$ cat config.mk
export PLATFORM = sky130hd
export DESIGN_NAME = tiny_acc_core
export DESIGN_NICKNAME = d
export VERILOG_FILES = /design/src/rtl/tac_pkg.sv /design/src/rtl/tac_bitrev.sv /design/src/rtl/tac_store.sv /design/src/rtl/tac_exec.sv /design/src/rtl/tiny_acc_core.sv
export SDC_FILE = /design/constraint.sdc
export NUM_CORES = 2
export LEC_CHECK = 0
export ABC_CLOCK_PERIOD_IN_PS = 7400
export BUFFER_PORTS_ARGS = -buffer_cell sky130_fd_sc_hd__buf_2
export CORE_MARGIN = 2
export CORE_UTILIZATION = 50
export DETAILED_ROUTE_END_ITERATION = 8
export GPL_ROUTABILITY_DRIVEN = 0
export PLACE_DENSITY = 0.67
export SLEW_MARGIN = 40
export SYNTH_ARGS = -nofsm -noshare
export SYNTH_HDL_FRONTEND = slang
export SYNTH_SLANG_ARGS = --single-unit
$ cat constraint.sdc
create_clock -name clk -period 7.4 [get_ports clk]
set_input_delay 1.11 -clock clk [delete_from_list [all_inputs] [get_ports clk]]
set_output_delay 1.11 -clock clk [all_outputs]
set_load 0.05 [all_outputs]
$ cat src/rtl/tac_pkg.sv
package tac_pkg;
   typedef enum logic [2:0] {
      FN_JUMP_IND = 3'd0,
      FN_JUMP_REL = 3'd1,
      FN_LOAD_NEG = 3'd2,
      FN_STORE    = 3'd3,
      FN_SUB_A    = 3'd4,
      FN_SUB_B    = 3'd5,
      FN_SKIP_NEG = 3'd6,
      FN_HALT     = 3'd7
   } fn_e;

   localparam int FN_W = 3;
endpackage

$ cat src/rtl/tac_bitrev.sv
module tac_bitrev #(
   parameter int W = 32
) (
   input  logic [W-1:0] din,
   output logic [W-1:0] dout
);
   for (genvar i = 0; i < W; i++) begin : g_bit
      assign dout[i] = din[W-1-i];
   end
endmodule

$ cat src/rtl/tac_store.sv
module tac_store #(
   parameter int DATA_W   = 32,
   parameter int ADDR_W   = 5,
   parameter bit REVERSED = 1'b1
) (
   input  logic              clk,
   input  logic              wr_en,
   input  logic [ADDR_W-1:0] wr_addr,
   input  logic [DATA_W-1:0] wr_data,
   input  logic [ADDR_W-1:0] fetch_addr,
   output logic [DATA_W-1:0] fetch_data,
   input  logic [ADDR_W-1:0] opnd_addr,
   output logic [DATA_W-1:0] opnd_data,
   input  logic [ADDR_W-1:0] peek_addr,
   output logic [DATA_W-1:0] peek_data
);
   localparam int DEPTH = 1 << ADDR_W;

   logic [DATA_W-1:0] cells [DEPTH];
   logic [DATA_W-1:0] wr_phys, fetch_phys, opnd_phys, peek_phys;

   assign fetch_phys = cells[fetch_addr];
   assign opnd_phys  = cells[opnd_addr];
   assign peek_phys  = cells[peek_addr];

   if (REVERSED) begin : g_rev
      tac_bitrev #(.W(DATA_W)) u_rev_wr    (.din(wr_data),    .dout(wr_phys));
      tac_bitrev #(.W(DATA_W)) u_rev_fetch (.din(fetch_phys), .dout(fetch_data));
      tac_bitrev #(.W(DATA_W)) u_rev_opnd  (.din(opnd_phys),  .dout(opnd_data));
      tac_bitrev #(.W(DATA_W)) u_rev_peek  (.din(peek_phys),  .dout(peek_data));
   end else begin : g_plain
      assign wr_phys    = wr_data;
      assign fetch_data = fetch_phys;
      assign opnd_data  = opnd_phys;
      assign peek_data  = peek_phys;
   end

   always_ff @(posedge clk) begin
      if (wr_en) cells[wr_addr] <= wr_phys;
   end
endmodule

$ cat src/rtl/tac_exec.sv
module tac_exec
   import tac_pkg::*;
#(
   parameter int DATA_W = 32,
   parameter int ADDR_W = 5
) (
   input  logic [ADDR_W-1:0] pc,
   input  logic [DATA_W-1:0] acc,
   input  fn_e               fn,
   input  logic [DATA_W-1:0] opnd,
   output logic [ADDR_W-1:0] pc_nxt,
   output logic [DATA_W-1:0] acc_nxt,
   output logic              halt_set,
   output logic              store_en
);
   localparam logic [ADDR_W-1:0] ONE_A = ADDR_W'(1);

   logic [ADDR_W-1:0] pc_inc;
   assign pc_inc = pc + ONE_A;

   always_comb begin
      pc_nxt   = pc_inc;
      acc_nxt  = acc;
      halt_set = 1'b0;
      store_en = 1'b0;
      unique case (fn)
         FN_JUMP_IND: pc_nxt  = opnd[ADDR_W-1:0] + ONE_A;
         FN_JUMP_REL: pc_nxt  = pc_inc + opnd[ADDR_W-1:0];
         FN_LOAD_NEG: acc_nxt = '0 - opnd;
         FN_STORE:    store_en = 1'b1;
         FN_SUB_A,
         FN_SUB_B:    acc_nxt = acc - opnd;
         FN_SKIP_NEG: if (acc[DATA_W-1]) pc_nxt = pc_inc + ONE_A;
         FN_HALT:     halt_set = 1'b1;
         default:     ;
      endcase
   end
endmodule

$ cat src/rtl/tiny_acc_core.sv
module tiny_acc_core
   import tac_pkg::*;
#(
   parameter int DATA_W   = 32,
   parameter int ADDR_W   = 5,
   parameter int FN_LSB   = 13,
   parameter int RESET_PC = 1,
   parameter bit REVERSED = 1'b1
) (
   input  logic              clk,
   input  logic              rst_n,
   input  logic              run_en,
   input  logic              host_we,
   input  logic [ADDR_W-1:0] host_addr,
   input  logic [DATA_W-1:0] host_wdata,
   output logic [DATA_W-1:0] host_rdata,
   output logic [ADDR_W-1:0] pc_o,
   output logic [DATA_W-1:0] acc_o,
   output logic              halted_o
);
   localparam int DEPTH = 1 << ADDR_W;

   if (FN_LSB + FN_W > DATA_W) begin : g_err_fn
      $error("function field does not fit in the word");
   end
   if (ADDR_W > FN_LSB) begin : g_err_ovl
      $error("operand field overlaps function field");
   end
   if (RESET_PC >= DEPTH) begin : g_err_pc
      $error("reset PC outside the store");
   end

   logic [ADDR_W-1:0] pc_q, pc_nxt;
   logic [DATA_W-1:0] acc_q, acc_nxt;
   logic              halt_q, halt_set, store_en;
   logic              stepping;
   logic [DATA_W-1:0] instr_word, opnd_word;
   logic [ADDR_W-1:0] opnd_addr;
   fn_e               dec_fn;
   logic              wr_en;
   logic [ADDR_W-1:0] wr_addr;
   logic [DATA_W-1:0] wr_data;

   assign stepping  = run_en && !halt_q;
   assign opnd_addr = instr_word[ADDR_W-1:0];
   assign dec_fn    = fn_e'(instr_word[FN_LSB +: FN_W]);

   assign wr_en   = stepping ? store_en  : host_we;
   assign wr_addr = stepping ? opnd_addr : host_addr;
   assign wr_data = stepping ? acc_q     : host_wdata;

   tac_store #(.DATA_W(DATA_W), .ADDR_W(ADDR_W), .REVERSED(REVERSED)) u_store (
      .clk        (clk),
      .wr_en      (wr_en),
      .wr_addr    (wr_addr),
      .wr_data    (wr_data),
      .fetch_addr (pc_q),
      .fetch_data (instr_word),
      .opnd_addr  (opnd_addr),
      .opnd_data  (opnd_word),
      .peek_addr  (host_addr),
      .peek_data  (host_rdata)
   );

   tac_exec #(.DATA_W(DATA_W), .ADDR_W(ADDR_W)) u_exec (
      .pc       (pc_q),
      .acc      (acc_q),
      .fn       (dec_fn),
      .opnd     (opnd_word),
      .pc_nxt   (pc_nxt),
      .acc_nxt  (acc_nxt),
      .halt_set (halt_set),
      .store_en (store_en)
   );

   always_ff @(posedge clk) begin
      if (!rst_n) begin
         pc_q   <= ADDR_W'(RESET_PC);
         acc_q  <= '0;
         halt_q <= 1'b0;
      end else if (stepping) begin
         pc_q  <= pc_nxt;
         acc_q <= acc_nxt;
         if (halt_set) halt_q <= 1'b1;
      end
   end

   assign pc_o     = pc_q;
   assign acc_o    = acc_q;
   assign halted_o = halt_q;
endmodule

==> metrics <==
run status=finished, final reports clean; Post-Synthesis Mean Instance Area=approximately 13 sq um; unrepaired setup endpoints after global routing=false; share of synthesized flip-flops with an asynchronous set or reset=0%; required time of the critical path=roughly 8000 ps; post-place setup slack=~900 ps; clk_lat worst skew=roughly 700 ps; net total in the final layout=4418; Synth top area share=56.0%; post-detailed-placement half-perimeter wirelength=around 110 mm; mux contribution to synthesized area=roughly 18%; number of buffer and inverter instances along the worst setup path=2; Initial Utilization=between 50% and 60%; Synth Area in XOR/XNOR=0.638%; post-CTS setup buffer count=0; HP Class=flop to flop; final hold viol count=0; post-layout minimum cycle time=6730 ps; cell breakdown of the critical path=buf_4 -> mux4_2 -> mux4_2 -> mux2_8 -> buf_4 -> nand2_1 -> and3_1 -> a311oi_1 -> a31oi_1 -> a21oi_1 -> a21oi_1 -> ha_1 -> a211o_1 -> a21oi_1 -> o311ai_1 -> a31oi_1 -> a21bo_2 -> a21oi_1 -> a311oi_1 -> xor2_1 -> o21ai_1; clock tree from TritonCTS=done; layout overhead on the synthesized area=12.2%; setup-violating endpoint count in the final report=0; cell types with the largest area share after synthesis=sky130_fd_sc_hd__edfxtp_1 56%, sky130_fd_sc_hd__mux4_2 15%, sky130_fd_sc_hd__nand2_1 7.7%, sky130_fd_sc_hd__nand3_1 4.3%, sky130_fd_sc_hd__a311oi_1 2.5%; maximum clock rate=about 150 MHz; clk_skew=38.1 ps; main combinational cell family by area after synthesis=multiplexers; number of placement rows=~120; count of cells along the worst register-to-register path=21; part of the cycle the worst path needs=91.0%; number of synthesized flops with an enable pin=1024; clock buffer count from CTS=roughly 110; worst r2r dst=acc_o[29]; adder and majority gate portion of the synthesized area=less than 1%; total wirelength of the detailed-routed design=183 mm; kind of critical path=flop to flop; # clock sinks=between 1000 and 1500; number of H-tree levels=3; critical path peak fanout=~80; end point of the critical path=acc_o[29]; cell type with the highest aggregate area in the netlist=sky130_fd_sc_hd__edfxtp_1; first drt pass iteration count=8; worst rel slew slack=40.5%; Detailed Route Iter0 Violations=around 6700; library cell used as clock root buffer=sky130_fd_sc_hd__clkbuf_16; main flop type after synthesis=sky130_fd_sc_hd__edfxtp_1; Overflow after GRT=0; placeable core region=109000 sq um; wire length per cell after detailed routing=between 30 and 40 um; total standard cell area after synthesis=around 55000 sq um; global-route wire length before repair=~260 mm; Crit path top cell by count=sky130_fd_sc_hd__a21oi_1; Critical-path top delay cell=sky130_fd_sc_hd__dfxtp_4; Total Die Area=~110000 sq um; largest delay contributor family on the critical path=compound AO/OA/AOI/OAI gates; remaining design rule violation count=0; Simple-Gate Fraction of Synth Area=14.8%; post-cts hold buffer count=0; pin count of the biggest net entering global routing=about 120; share of post-route cells with drive strength above 1=about a fifth; CTS clk-pin slew, worst paths=60 ps; vias after detailed routing=approximately 40000; aggregate negative setup slack=0 ps; final core utilization=between 50 and 60%; final count of pins violating max slew=0; maximum number of buffers from clock root to sink=3; MaxCap Viol Count=0; post-synthesis register bit count=between 1000 and 1500; combined global-route utilization of all metal layers=between 30% and 40%; post-route antenna net violation count=0; detail-routed via count per cell=between 6 and 7; count leader, synth=sky130_fd_sc_hd__nand2_1; portion of the post-synthesis area used by sequential elements=between 50 and 60%; compound-gate portion of the synthesized area=5.79%; slew at the pin closest to its max-slew limit=891 ps; cell count after synthesis=~4300; sort of element at the end of the critical path=flop; syn nets=4389; PortBufs=110; Arrival @ worst endpoint=between 7000 and 8000 ps; number of global-route vias before repair=approximately 38000; Chip Width=between 300 and 400 um; IO Pins=approximately 110; number of unique standard cell types used by synthesis=71; Commonest cells post-synth=1131 x sky130_fd_sc_hd__nand2_1, 1024 x sky130_fd_sc_hd__edfxtp_1, 471 x sky130_fd_sc_hd__nand3_1; Crit. path cell count=21; die boundary height=between 300 and 400 um; slowest stage delay, CP=560 ps; post-cts repair resize count=0; Synthesis Warnings=0; Final Worst Setup Slack=around 670 ps; worst setup slack for register-to-register paths=670 ps; CP startpoint kind=flop; antenna violations before repair=4
[flip-flops by register name (all words and copies together), names as in the netlist, named ones only]
signal,count
u_store.cells,1024
acc_o,32
pc_o,5
halted_o,1
[area by class of cell]
cell class,count,area [sq um]
tap,1414,1770
sequential,1067,31600
fill,8534,47200
clock inverter,57,588
timing repair buffer,266,2390
inverter,15,61.3
antenna,3,7.51
clock buffer,140,2890
multi-input combinational,2882,22300
[cells by family after synthesis]
kind of cell / count (synthesis)
buf+inv: 363
fa+ha+maj: 36
mux: 503
simple gates: 1868
compound gates: 435
flops: 1067
xor+xnor: 40
[how the worst min path moves through the flow]
stage / from / end / slack, ps / cells past startpoint
3_3_place_gp: acc_o[21] / acc_o[21] / 500 / 2
4_1_cts: acc_o[27] / acc_o[27] / 520 / 2
5_1_grt: acc_o[12] / acc_o[12] / 580 / 2
6_report: acc_o[27] / acc_o[27] / 520 / 2
2_1_floorplan: acc_o[30] / acc_o[30] / 680 / 2
3_5_place_dp: acc_o[27] / acc_o[27] / 510 / 2
[placed cells by master, fill, tap and decap left out, types with 14 or more instances in the layout]
cell / instances
sky130_fd_sc_hd__nand2_1: 1104
sky130_fd_sc_hd__nor2_4: 32
sky130_fd_sc_hd__nor3_1: 17
sky130_fd_sc_hd__a22oi_1: 15
sky130_fd_sc_hd__and3_1: 99
sky130_fd_sc_hd__nor2_1: 35
sky130_fd_sc_hd__dfxtp_1: 41
sky130_fd_sc_hd__buf_2: 109
sky130_fd_sc_hd__mux2_2: 40
sky130_fd_sc_hd__buf_4: 101
sky130_fd_sc_hd__nand2_2: 27
sky130_fd_sc_hd__o21ai_0: 37
sky130_fd_sc_hd__mux2i_1: 83
sky130_fd_sc_hd__xnor2_1: 23
sky130_fd_sc_hd__clkbuf_1: 28
sky130_fd_sc_hd__buf_12: 47
sky130_fd_sc_hd__nor2b_1: 23
sky130_fd_sc_hd__mux4_2: 376
sky130_fd_sc_hd__xor2_1: 17
sky130_fd_sc_hd__a21oi_1: 71
sky130_fd_sc_hd__a21o_1: 23
sky130_fd_sc_hd__clkinv_2: 16
sky130_fd_sc_hd__clkinv_1: 21
sky130_fd_sc_hd__a31oi_1: 45
sky130_fd_sc_hd__a311oi_1: 157
sky130_fd_sc_hd__clkbuf_16: 110
sky130_fd_sc_hd__nand3_1: 471
sky130_fd_sc_hd__ha_1: 36
sky130_fd_sc_hd__edfxtp_1: 1024
sky130_fd_sc_hd__inv_1: 14
[tightest hold or removal path: stages, from the launching register on]
cell	delay, ps
sky130_fd_sc_hd__dfxtp_1	360
sky130_fd_sc_hd__nand2_1	70
sky130_fd_sc_hd__o21ai_1	50
[routing by layer]
layer  vias to the layer above  routed length (um)  global-route usage (%)  part of all wire (%)
met5                         -                   7                       0                0.0038
met4                         2               10400                    16.0                   5.7
met3                       540               22900                    6.84                    12
met2                      3058               82100                    49.1                    45
met1                     20185               67900                    44.6                    37
li1                      16666                   -                       -                     -
[stage by stage]
step	cell area, sq um	hold slack, ps	std cells
2_1_floorplan	54900	679	4312
3_3_place_gp	57900	500	5636
3_5_place_dp	58100	510	5643
4_1_cts	61600	518	5840
5_1_grt	61600	579	5843
6_report	61600	523	5844
Power is not shown: default switching activity piles up to over one toggle a cycle in this logic, so the estimate is an artifact.
